===== src/rtl/modrm_len_pkg.sv =====
package modrm_len_pkg;

   // cycle class codes seen at the block edge
   typedef enum logic [1:0] {
      CYC_REG    = 2'd0,
      CYC_MEMRD  = 2'd1,
      CYC_MEMRMW = 2'd2,
      CYC_BRANCH = 2'd3
   } cyc_class_e;

   // immediate class codes
   typedef enum logic [1:0] {
      IMM_NONE = 2'd0,
      IMM_BYTE = 2'd1,
      IMM_WORD = 2'd2,
      IMM_RSVD = 2'd3
   } imm_class_e;

   // ModR/M field values that steer the decode
   localparam logic [1:0] MOD_NODISP = 2'b00;
   localparam logic [1:0] MOD_DISP8  = 2'b01;
   localparam logic [1:0] MOD_DFULL  = 2'b10;
   localparam logic [1:0] MOD_REGOP  = 2'b11;
   localparam logic [2:0] RM_SIB_ESC = 3'b100;
   localparam logic [2:0] RM_ABS32   = 3'b101;
   localparam logic [2:0] RM_ABS16   = 3'b110;
   localparam logic [2:0] BASE_ABS   = 3'b101;

   // fixed byte counts of the encoding
   localparam int OPC_MODRM_BYTES = 2;
   localparam int SIB_BYTES       = 1;
   localparam int DISP8_BYTES     = 1;
   localparam int DISP16_BYTES    = 2;
   localparam int DISP32_BYTES    = 4;

   // width of any single byte-count field
   localparam int BYTE_CNT_W = 3;

   typedef struct packed {
      logic                  has_sib;
      logic                  has_disp;
      logic [BYTE_CNT_W-1:0] disp_bytes;
   } ea_info_t;

   function automatic logic is_mem_class(input logic [1:0] cls);
      return (cls == CYC_MEMRD) || (cls == CYC_MEMRMW);
   endfunction

endpackage


===== src/rtl/modrm_ea_decode.sv =====
module modrm_ea_decode
   import modrm_len_pkg::*;
#(
   parameter bit ADDR32 = 1'b1
) (
   input  logic [1:0] mod_f,
   input  logic [2:0] rm_f,
   input  logic [2:0] sib_base,
   output ea_info_t   info
);

   generate
      if (ADDR32) begin : g_a32
         logic sib_here;
         assign sib_here = (rm_f == RM_SIB_ESC) && (mod_f != MOD_REGOP);

         always_comb begin
            info          = '0;
            info.has_sib  = sib_here;
            unique case (mod_f)
               MOD_DISP8: begin
                  info.disp_bytes = BYTE_CNT_W'(DISP8_BYTES);
                  info.has_disp   = 1'b1;
               end
               MOD_DFULL: begin
                  info.disp_bytes = BYTE_CNT_W'(DISP32_BYTES);
                  info.has_disp   = 1'b1;
               end
               MOD_NODISP: begin
                  if ((sib_here && sib_base == BASE_ABS) ||
                      (!sib_here && rm_f == RM_ABS32)) begin
                     info.disp_bytes = BYTE_CNT_W'(DISP32_BYTES);
                     info.has_disp   = 1'b1;
                  end
               end
               default: begin
               end
            endcase
         end
      end else begin : g_a16
         logic unused_base;
         assign unused_base = ^sib_base;

         always_comb begin
            info = '0;
            unique case (mod_f)
               MOD_DISP8: begin
                  info.disp_bytes = BYTE_CNT_W'(DISP8_BYTES);
                  info.has_disp   = 1'b1;
               end
               MOD_DFULL: begin
                  info.disp_bytes = BYTE_CNT_W'(DISP16_BYTES);
                  info.has_disp   = 1'b1;
               end
               MOD_NODISP: begin
                  if (rm_f == RM_ABS16) begin
                     info.disp_bytes = BYTE_CNT_W'(DISP16_BYTES);
                     info.has_disp   = 1'b1;
                  end
               end
               default: begin
               end
            endcase
         end
      end
   endgenerate

endmodule


===== src/rtl/modrm_imm_size.sv =====
module modrm_imm_size
   import modrm_len_pkg::*;
#(
   parameter int LONG_BYTES  = 4,
   parameter int SHORT_BYTES = 2,
   parameter int CNT_W       = BYTE_CNT_W
) (
   input  logic [1:0]       imm_class,
   input  logic             opsize32,
   output logic [CNT_W-1:0] imm_bytes
);

   localparam int CNT_MAX = (1 << CNT_W) - 1;

   generate
      if (LONG_BYTES > CNT_MAX || SHORT_BYTES > CNT_MAX) begin : g_bad_width
         $error("immediate byte count does not fit its field");
      end
      if (SHORT_BYTES < 1 || LONG_BYTES < SHORT_BYTES) begin : g_bad_order
         $error("immediate sizes must satisfy 1 <= short <= long");
      end
   endgenerate

   always_comb begin
      imm_bytes = '0;
      unique case (imm_class)
         IMM_BYTE: imm_bytes = CNT_W'(1);
         IMM_WORD: imm_bytes = opsize32 ? CNT_W'(LONG_BYTES) : CNT_W'(SHORT_BYTES);
         default:  imm_bytes = '0;
      endcase
   end

endmodule


===== src/rtl/modrm_len_sum.sv =====
module modrm_len_sum
   import modrm_len_pkg::*;
#(
   parameter int PFX_W = 4,
   parameter int LEN_W = 5
) (
   input  logic [PFX_W-1:0]      pfx_cnt,
   input  logic                  mem_form,
   input  logic [BYTE_CNT_W-1:0] imm_bytes,
   input  ea_info_t              info,
   output logic [LEN_W-1:0]      len,
   output logic                  has_disp,
   output logic                  has_sib
);

   generate
      if (LEN_W < PFX_W) begin : g_bad_len
         $error("length field narrower than prefix count");
      end
   endgenerate

   logic [LEN_W-1:0] body;

   always_comb begin
      body = '0;
      if (mem_form) begin
         body = LEN_W'(OPC_MODRM_BYTES) + LEN_W'(imm_bytes) +
                LEN_W'(info.disp_bytes);
         if (info.has_sib) body = body + LEN_W'(SIB_BYTES);
      end
      len = LEN_W'(pfx_cnt) + body;
   end

   assign has_disp = mem_form & info.has_disp;
   assign has_sib  = mem_form & info.has_sib;

   always_comb begin

      disp_flag_chk: assert (info.has_disp == (info.disp_bytes != '0));
   end

endmodule


===== src/rtl/modrm_len_calc.sv =====
module modrm_len_calc
   import modrm_len_pkg::*;
#(
   parameter int PFX_W            = 4,
   parameter int OPND_LONG_BYTES  = 4,
   parameter int OPND_SHORT_BYTES = 2,
   localparam int MAX_LEN = (1 << PFX_W) - 1 + OPC_MODRM_BYTES + OPND_LONG_BYTES +
                            SIB_BYTES + DISP32_BYTES,
   localparam int LEN_W   = $clog2(MAX_LEN + 1)
) (
   input  logic             clk,
   input  logic             rst_n,
   input  logic             in_valid,
   input  logic [PFX_W-1:0] in_prefix_cnt,
   input  logic [1:0]       in_cycle_class,
   input  logic [1:0]       in_imm_class,
   input  logic [7:0]       in_modrm,
   input  logic [7:0]       in_sib,
   input  logic             in_opsize32,
   input  logic             in_addrsize32,
   output logic             out_valid,
   output logic [LEN_W-1:0] out_len,
   output logic             out_has_disp,
   output logic             out_has_sib
);

   generate
      if (PFX_W < 1) begin : g_bad_pfx
         $error("prefix count needs at least one bit");
      end
   endgenerate

   logic [1:0] mod_f;
   logic [2:0] rm_f;
   logic       unused_fields;

   assign mod_f         = in_modrm[7:6];
   assign rm_f          = in_modrm[2:0];
   assign unused_fields = ^{in_modrm[5:3], in_sib[7:3]};

   ea_info_t ea16, ea32, ea_sel;

   modrm_ea_decode #(.ADDR32(1'b0)) u_ea16 (
      .mod_f    (mod_f),
      .rm_f     (rm_f),
      .sib_base (in_sib[2:0]),
      .info     (ea16)
   );

   modrm_ea_decode #(.ADDR32(1'b1)) u_ea32 (
      .mod_f    (mod_f),
      .rm_f     (rm_f),
      .sib_base (in_sib[2:0]),
      .info     (ea32)
   );

   assign ea_sel = in_addrsize32 ? ea32 : ea16;

   logic [BYTE_CNT_W-1:0] imm_bytes;

   modrm_imm_size #(
      .LONG_BYTES  (OPND_LONG_BYTES),
      .SHORT_BYTES (OPND_SHORT_BYTES),
      .CNT_W       (BYTE_CNT_W)
   ) u_imm (
      .imm_class (in_imm_class),
      .opsize32  (in_opsize32),
      .imm_bytes (imm_bytes)
   );

   logic             mem_form;
   logic [LEN_W-1:0] len_c;
   logic             disp_c, sib_c;

   assign mem_form = is_mem_class(in_cycle_class);

   modrm_len_sum #(.PFX_W(PFX_W), .LEN_W(LEN_W)) u_sum (
      .pfx_cnt   (in_prefix_cnt),
      .mem_form  (mem_form),
      .imm_bytes (imm_bytes),
      .info      (ea_sel),
      .len       (len_c),
      .has_disp  (disp_c),
      .has_sib   (sib_c)
   );

   always_ff @(posedge clk or negedge rst_n) begin
      if (!rst_n) begin
         out_valid    <= 1'b0;
         out_len      <= '0;
         out_has_disp <= 1'b0;
         out_has_sib  <= 1'b0;
      end else begin
         out_valid <= in_valid;
         if (in_valid) begin
            out_len      <= len_c;
            out_has_disp <= disp_c;
            out_has_sib  <= sib_c;
         end
      end
   end


   valid_follow_chk: assert property (@(posedge clk) disable iff (!rst_n)
      out_valid == $past(in_valid));


   hold_chk: assert property (@(posedge clk) disable iff (!rst_n)
      !$past(in_valid) |-> ($stable(out_len) && $stable(out_has_disp) && $stable(out_has_sib)));


   regform_chk: assert property (@(posedge clk) disable iff (!rst_n)
      (out_valid && !is_mem_class($past(in_cycle_class))) |->
      (out_len == LEN_W'($past(in_prefix_cnt)) && !out_has_disp && !out_has_sib));


   sib_addr32_chk: assert property (@(posedge clk) disable iff (!rst_n)
      (out_valid && out_has_sib) |->
      ($past(in_addrsize32) && $past(in_modrm[2:0]) == RM_SIB_ESC));


   no_sib16_chk: assert property (@(posedge clk) disable iff (!rst_n)
      (out_valid && !$past(in_addrsize32)) |-> !out_has_sib);


   regmod_chk: assert property (@(posedge clk) disable iff (!rst_n)
      (out_valid && $past(in_modrm[7:6]) == MOD_REGOP) |-> (!out_has_disp && !out_has_sib));

endmodule


===== config.mk =====
export PLATFORM = sky130hd
export DESIGN_NAME = modrm_len_calc
export DESIGN_NICKNAME = d
export VERILOG_FILES = /design/src/rtl/modrm_len_pkg.sv /design/src/rtl/modrm_ea_decode.sv /design/src/rtl/modrm_imm_size.sv /design/src/rtl/modrm_len_sum.sv /design/src/rtl/modrm_len_calc.sv
export SDC_FILE = /design/constraint.sdc
export NUM_CORES = 1
export LEC_CHECK = 0
export CAP_MARGIN = 20
export CORE_MARGIN = 3
export CORE_UTILIZATION = 48
export CTS_CLUSTER_DIAMETER = 150
export DETAILED_ROUTE_END_ITERATION = 10
export PLACE_DENSITY = 0.85
export SLEW_MARGIN = 20
export SYNTH_ARGS = -nofsm -noshare
export SYNTH_HDL_FRONTEND = slang
export SYNTH_HIERARCHICAL = 1
export SYNTH_SLANG_ARGS = --single-unit

===== constraint.sdc =====
create_clock -name clk -period 1.7 [get_ports clk]
set_input_delay 0.51 -clock clk [delete_from_list [all_inputs] [get_ports clk]]
set_output_delay 0.51 -clock clk [all_outputs]
set_load 0.05 [all_outputs]

==> out/qor.yml, run 1 <==
crit_family: "adder cells"
die_w_um: 51.98
hpwl_um: 2368
drtPass1Iterations: 4
diodes: 0
clk_latency_ns: 0.25
numCtsBuffers: 3
critPathMaxFanout: 3
synth-edff-count: 0
worstPathRequired_ns: 1.84
startpoint_type: "primary input"
grt_first_pass_wirelength_um: 5092
synthMuxAreaShare: 0.1689
setup-violations-final: 5
hold_class: "primary input to async pin"
clock_skew_ns: 0
yosysMostFrequentCell: "ha_1"
netlist_area_sq_um: 1015
ys_seq_elements: 8
row_count: 16
vias_per_cell: 5.228
vias: 941
grt_pass1_vias: 1100
cts_max_level: 1
rrSetupSlack_ns: 0.86
drive_gt1_frac: 0.6013
r2r_end: "out_has_disp"
synth_cell_types: 35
grt_max_degree: 9
num_io_pins: 37
cp_slowest_cell: "fa_2"
grt_usage: 0.2619
finish.instance_area_sq_um: 1764
crit_path_end: "out_len[4]"
syn_area_per_cell_sq_um: 10.35
die_area_sq_um: 2702
cp.depth: 16
routabilityCongestion: 0.7782
critPathArrivalTime_ns: 3.85
synth_area_leaders: "dfrtp_1 20%, ha_1 12%, mux2_4 10%"
fin_crit_ns: 3.709
synth_area_leader_cell: "dfrtp_1"
io_buffer_count: 28
endpoint_kind: "register"
grt_antenna_before_repair: 0
synth_compound_area_frac: 0.09864
finalPower_uw: 1389
synth_xor_area_frac: 0.06905
synth_flop_cell: "dfrtp_1"
die_h_um: 51.98
status: "complete, but fails checks"
reg2reg_depth: 1
clk_pin_slew_ns: 0.05
synth_top_area_share: 0.1973
fmax_ghz: 0.2696
synthArstFlopShare: 1.000
grt_setup_unrepaired: "yes"
drc: 0
syn_inst: 98
powerDensity_nw_per_um2: 787.1
initial_core_util: 0.5120
post_drt_wl_per_cell_um: 17.56
routed_wl_um: 3160
core_area_sq_um: 1982
synthTopCellsByCount: "10 x ha_1, 8 x dfrtp_1, 7 x and2_1, 7 x inv_1, 7 x mux2_4"
synth-simple-area-share: 0.2182
ys_seq_area_frac: 0.1973
path_cells: "buf_6 -> a311oi_2 -> nor2_1 -> mux2_4 -> ha_4 -> fa_2 -> nand4_1 -> xnor2_1 -> and2_4 -> ha_4 -> a21o_4 -> buf_4 -> a211o_4 -> o211ai_2 -> a311oi_1 -> mux2_4"
drtIter0Drc: 15
antenna_left: 0
reg2reg_from: "out_has_disp"
syn2layout_area_growth_pct: 73.86
ys_warn_count: 6
cpPeakStageDelay_ns: 0.57
worst-path-buf-inv: 2
final_nets: 196
crit_start: "in_sib[2]"
violations: "setup timing"
ir_drop_mv: 0.6526
fin_ws_ns: -2.009
period_share: 2.182
synth_top_family_by_area: "simple AND/OR/NAND/NOR gates"
setup-tns-final_ns: -6.211
crit_type: "primary input to register"
p_leak_uw: 0.0008423
slew_viol_final: 0
holdWs_ns: 0.5236
placed_area_sq_um: 1655
maxCapViolations: 0
hold_violations: 0
clk_path_buf_depth: 2
synth_fa_ha_area_frac: 0.1628
cts_tree: "done"
clock_sinks: 8
grt-ovfl-total: 0
root_buffer: "clkbuf_4"
fillers: 78
[what timing repair did]
| action | in CTS | in global routing |
|---|---|---|
| hold buffers | 0 | 0 |
| pin swaps | 14 | 1 |
| resized for setup | 64 | 3 |
| buffers inserted | 3 | 1 |
| endpoints found under the setup margin | 7 | 5 |
[through the flow]
| stage | util | setup slack (ns) | cells |
|---|---|---|---|
| 3_3_place_gp | 0.8352 | -2.652 | 173 |
| 5_1_grt | 0.8902 | -2.130 | 180 |
| 6_report | 0.8902 | -2.009 | 180 |
| 4_1_cts | 0.8794 | -1.950 | 179 |
| 3_5_place_dp | 0.8352 | -2.756 | 173 |
| 2_1_floorplan | - | -2.063 | 99 |
[layout make-up]
type / count / area, sq um / share of cell area
Multi-Input combinational cell: 78 / 899.6 / 0.5099
Clock buffer: 3 / 22.52 / 0.01277
Tap cell: 27 / 33.78 / 0.01915
Sequential cell: 8 / 200.2 / 0.1135
Inverter: 7 / 26.28 / 0.01489
Timing Repair Buffer: 57 / 581.8 / 0.3298
[flip-flops by register name, indices dropped and copies added, names as in the netlist]
| name | cells |
|---|---|
| out_has_disp | 1 |
| out_valid | 1 |
| out_len | 5 |
| out_has_sib | 1 |
[kinds of logic (layout without fill, tap and decap cells)]
group                      after synthesis  in the layout
AOI/OAI and AO/OA                       12             12
muxes                                   13             13
xor gates and xnor gates                 8              8
adders and majority gates               12             12
other                                    2              3
buffers and inverters                   13             67
and+or+nand+nor                         30             30
DFF                                      8              8
[layout by cell type, fill, tap and decap left out, types with 2 or more instances in the layout]
cell             instances
a21oi_1                  2
buf_12                   8
buf_4                   26
and2_4                   2
nand2_1                  2
buf_2                    3
nor3_1                   2
xnor2_1                  3
mux2_4                  11
dfrtp_1                  8
ha_1                     3
nor2b_1                  2
buf_6                    8
dlygate4sd2_1            3
conb_1                   3
nor3b_2                  2
clkdlybuf4s50_1          8
nand4b_1                 2
xor2_1                   4
and2_1                   5
nor2_1                   3
and3_4                   2
inv_2                    3
clkbuf_4                 3
inv_1                    4
ha_4                     7
[layer usage]
layer  vias to the layer above  wire length [um]  global-route usage
met5                         -                 0                   0
met4                         0               181              0.2183
met3                        22               165             0.05444
met2                        41              1648              0.4707
met1                       432              1164              0.2504
li1                        446                 -                   -
[worst min path at each step]
stage	start	end	slack (ns)	cells after the start
finish	rst_n	out_len[4]	0.52	1
global route	rst_n	out_len[0]	0.53	1
CTS	rst_n	out_len[4]	0.52	1
detailed placement	out_len[2]	out_len[2]	0.57	1
global placement	out_len[3]	out_len[3]	0.56	1
floorplan	rst_n	out_has_disp	0.21	0
[power by group]
group	internal [uW]	total, uW	switching, uW
Clock	80.8	146	64.8
Combinational	527	953	425
Sequential	235	290	55.5
No activity file was read; power rests on OpenSTA's default activity.
==> run 2: changes to the inputs <==
--- a/config.mk
+++ b/config.mk
@@ -7,10 +7,10 @@
 export LEC_CHECK = 0
 export CAP_MARGIN = 20
 export CORE_MARGIN = 3
-export CORE_UTILIZATION = 48
+export CORE_UTILIZATION = 44
 export CTS_CLUSTER_DIAMETER = 150
 export DETAILED_ROUTE_END_ITERATION = 10
-export PLACE_DENSITY = 0.85
+export PLACE_DENSITY = 0.79
 export SLEW_MARGIN = 20
 export SYNTH_ARGS = -nofsm -noshare
 export SYNTH_HDL_FRONTEND = slang
==> constraint.sdc (replaced) <==
create_clock -name clk -period 4.2 [get_ports clk]
set_input_delay 1.26 -clock clk [delete_from_list [all_inputs] [get_ports clk]]
set_output_delay 1.26 -clock clk [all_outputs]
set_load 0.05 [all_outputs]
==> out/qor.yml, run 2 (synthesis gave the netlist of run 1 again) <==
grt_usage: 0.1929  # was 0.2619
slew_viol_final: 0  # unchanged
cts_hold_buf: 0  # unchanged
grt-ovfl-total: 0  # unchanged
pwr-share-comb: 0.649  # was 0.686
syn2layout_area_growth_pct: 58.94  # was 73.86%
slew_headroom: 0.6512
violations: "setup timing"  # unchanged
clk_latency_ns: 0.25  # about the same
grt_antenna_before_repair: 0  # unchanged
p_int_uw: 282.7  # was 843.0 uW
die_w_um: 54.02  # was 51.98 um
finalPower_uw: 468.2  # was 1389 uW
antenna_left: 0  # unchanged
row_count: 16  # unchanged
seq_power_share: 0.226  # was 0.209
routabilityCongestion: 0.7848  # was 0.7782
die_h_um: 54.02  # was 51.98 um
vias_per_cell: 4.919  # was 5.228
worstMarginPinSlew_ns: 0.5215
grt_pass1_vias: 975  # was 1100
hpwl_um: 1753  # was 2368 um
clock_skew_ns: 0  # unchanged
final_common_cell: "buf_4"  # unchanged
period_share: 1.056
fmax_ghz: 0.2255
hold_class: "register to register"  # was primary input to async pin
final_cells: 185  # was 180
switching_share: 0.3961  # was 0.3929
crit_type: "primary input to register"  # unchanged
ir_drop_mv: 0.3007  # was 0.6526 mV
critPathMaxFanout: 3  # unchanged
fin_ws_ns: -0.2348  # was -2.009 ns
p_leak_uw: 0.0008026  # was 0.0008423 uW
worstPathRequired_ns: 4.34  # was 1.84 ns
hold_violations: 0  # unchanged
regMostFlops: "out_len"  # unchanged
drtIter0Drc: 12  # was 15
regArea_sq_um: 200.2  # unchanged
diodes: 0  # unchanged
place_inst: 170  # was 173
cts_tree: "done"  # unchanged
drtPass1Iterations: 4  # unchanged
io_buffer_count: 28  # unchanged
placed_area_sq_um: 1468  # was 1655 sq um
startpoint_type: "primary input"  # unchanged
critPathArrivalTime_ns: 4.57  # was 3.85 ns
status: "complete, but fails checks"  # unchanged
grt_setup_unrepaired: "yes"  # unchanged
final_cell_mix: "33 x buf_4, 16 x clkdlybuf4s50_1, 9 x mux2_4"  # was 26 x buf_4, 11 x mux2_4
largest_reg_flops: 5  # unchanged
grt_max_degree: 10  # was 9
powerDensity_nw_per_um2: 290.3  # was 787.1 nW/um^2
finish.instance_area_sq_um: 1613  # was 1764 sq um
power_frac_clock: 0.124  # was 0.105
root_buffer: "clkbuf_4"  # unchanged
drive_gt1_frac: 0.5063  # was 0.6013
fin_crit_ns: 4.435
drc: 0  # unchanged
vias: 910  # was 941
clk_path_buf_depth: 2  # unchanged
clk_pin_slew_ns: 0.06  # was 0.05 ns
numCtsBuffers: 3  # unchanged
cts_max_level: 1  # unchanged
maxCapViolations: 0  # unchanged
multi_input_area_sq_um: 823.3  # was 899.6 sq um
grt_first_pass_wirelength_um: 4098  # was 5092 um
clock_sinks: 8  # unchanged
holdWs_ns: 0.5148  # was 0.5236 ns
routed_wl_um: 2473  # was 3160 um
num_io_pins: 37  # unchanged
endpoint_kind: "register"  # unchanged
core_area_sq_um: 2062  # was 1982 sq um
post_drt_wl_per_cell_um: 13.37  # was 17.56 um
initial_core_util: 0.4921  # was 0.5120
fillers: 134  # was 78
final_nets: 201  # was 196
die_area_sq_um: 2918  # was 2702 sq um
setup-violations-final: 1  # was 5
switchingPower_uw: 185.5  # was 545.6 uW
run 2: changes by cell type in the layout (fill, tap and decap cells not counted), sizes merged:
cell,change
buf,-5
dlygate4sd2,+1
clkdlybuf4s50,+8
clkbuf,+1
run 2: per-layer routing:
layer / vias up / part of all wire / global-route usage
li1: 458 / - / -
met1: 416 / 0.41 / 0.2277
met2: 28 / 0.54 / 0.3569
met3: 8 / 0.029 / 0.008310
met4: 0 / 0.021 / 0.08299
met5: - / 0 / 0
run 2: final cells by class:
cell class	instances	area share
multi-input cells	78	0.5105
repair buffers	62	0.3142
flip-flops and latches	8	0.1241
well taps	27	0.02095
inverters	7	0.01629
clock buffers	3	0.01396
run 2: final timing paths:
| kind | start | to | slack (ns) | cells past startpoint |
|---|---|---|---|---|
| worst min-delay path | out_has_disp | out_has_disp | 0.51 | 1 |
| worst max-delay path | in_modrm[0] | out_len[4] | -0.23 | 18 |
| max in group asynchronous | rst_n | out_len[0] | 2.65 | 1 |
| min in group asynchronous | rst_n | out_len[1] | 1.28 | 1 |
| worst min register to register | out_has_disp | out_has_disp | 0.51 | 1 |
| worst max register to register | out_has_sib | out_has_sib | 3.43 | 1 |
run 2: what timing repair did:
action / CTS / global route
setup endpoints to repair: 3 / 1
resized for setup: 44 / 6
pin swaps: 14 / 11
setup buffers: 12 / 0
run 2: power by group through the flow:
stage               Combinational (uW)  Sequential, uW  Clock [uW]
floorplan                          117             169           0
global placement                   279             106           0
detailed placement                 286             106           0
CTS                                300             106        57.7
global route                       326             109        66.4
finish                             304             106        58.3
run 2: through the flow:
stage	worst slack [ns]	utilization	setup TNS (ns)
4_1_cts	-0.2436	0.7737	-0.2436
2_1_floorplan	-0.3345	-	-0.3345
3_3_place_gp	-0.9250	0.7118	-1.755
3_5_place_dp	-0.9594	0.7118	-1.874
5_1_grt	-0.3541	0.7822	-0.3541
6_report	-0.2348	0.7822	-0.2348
run 2: worst max-delay path: stages:
cell	delay, ns
buf_6	0.10
nand3b_4	0.15
a21oi_2	0.13
mux2_4	0.15
inv_2	0.04
ha_4	0.25
inv_2	0.04
ha_4	0.16
fa_1	0.56
nand4_1	0.10
xnor2_1	0.21
and2_4	0.18
ha_4	0.20
and3_4	0.15
or4_4	0.47
o211ai_2	0.09
a311oi_2	0.06
mux2_4	0.27
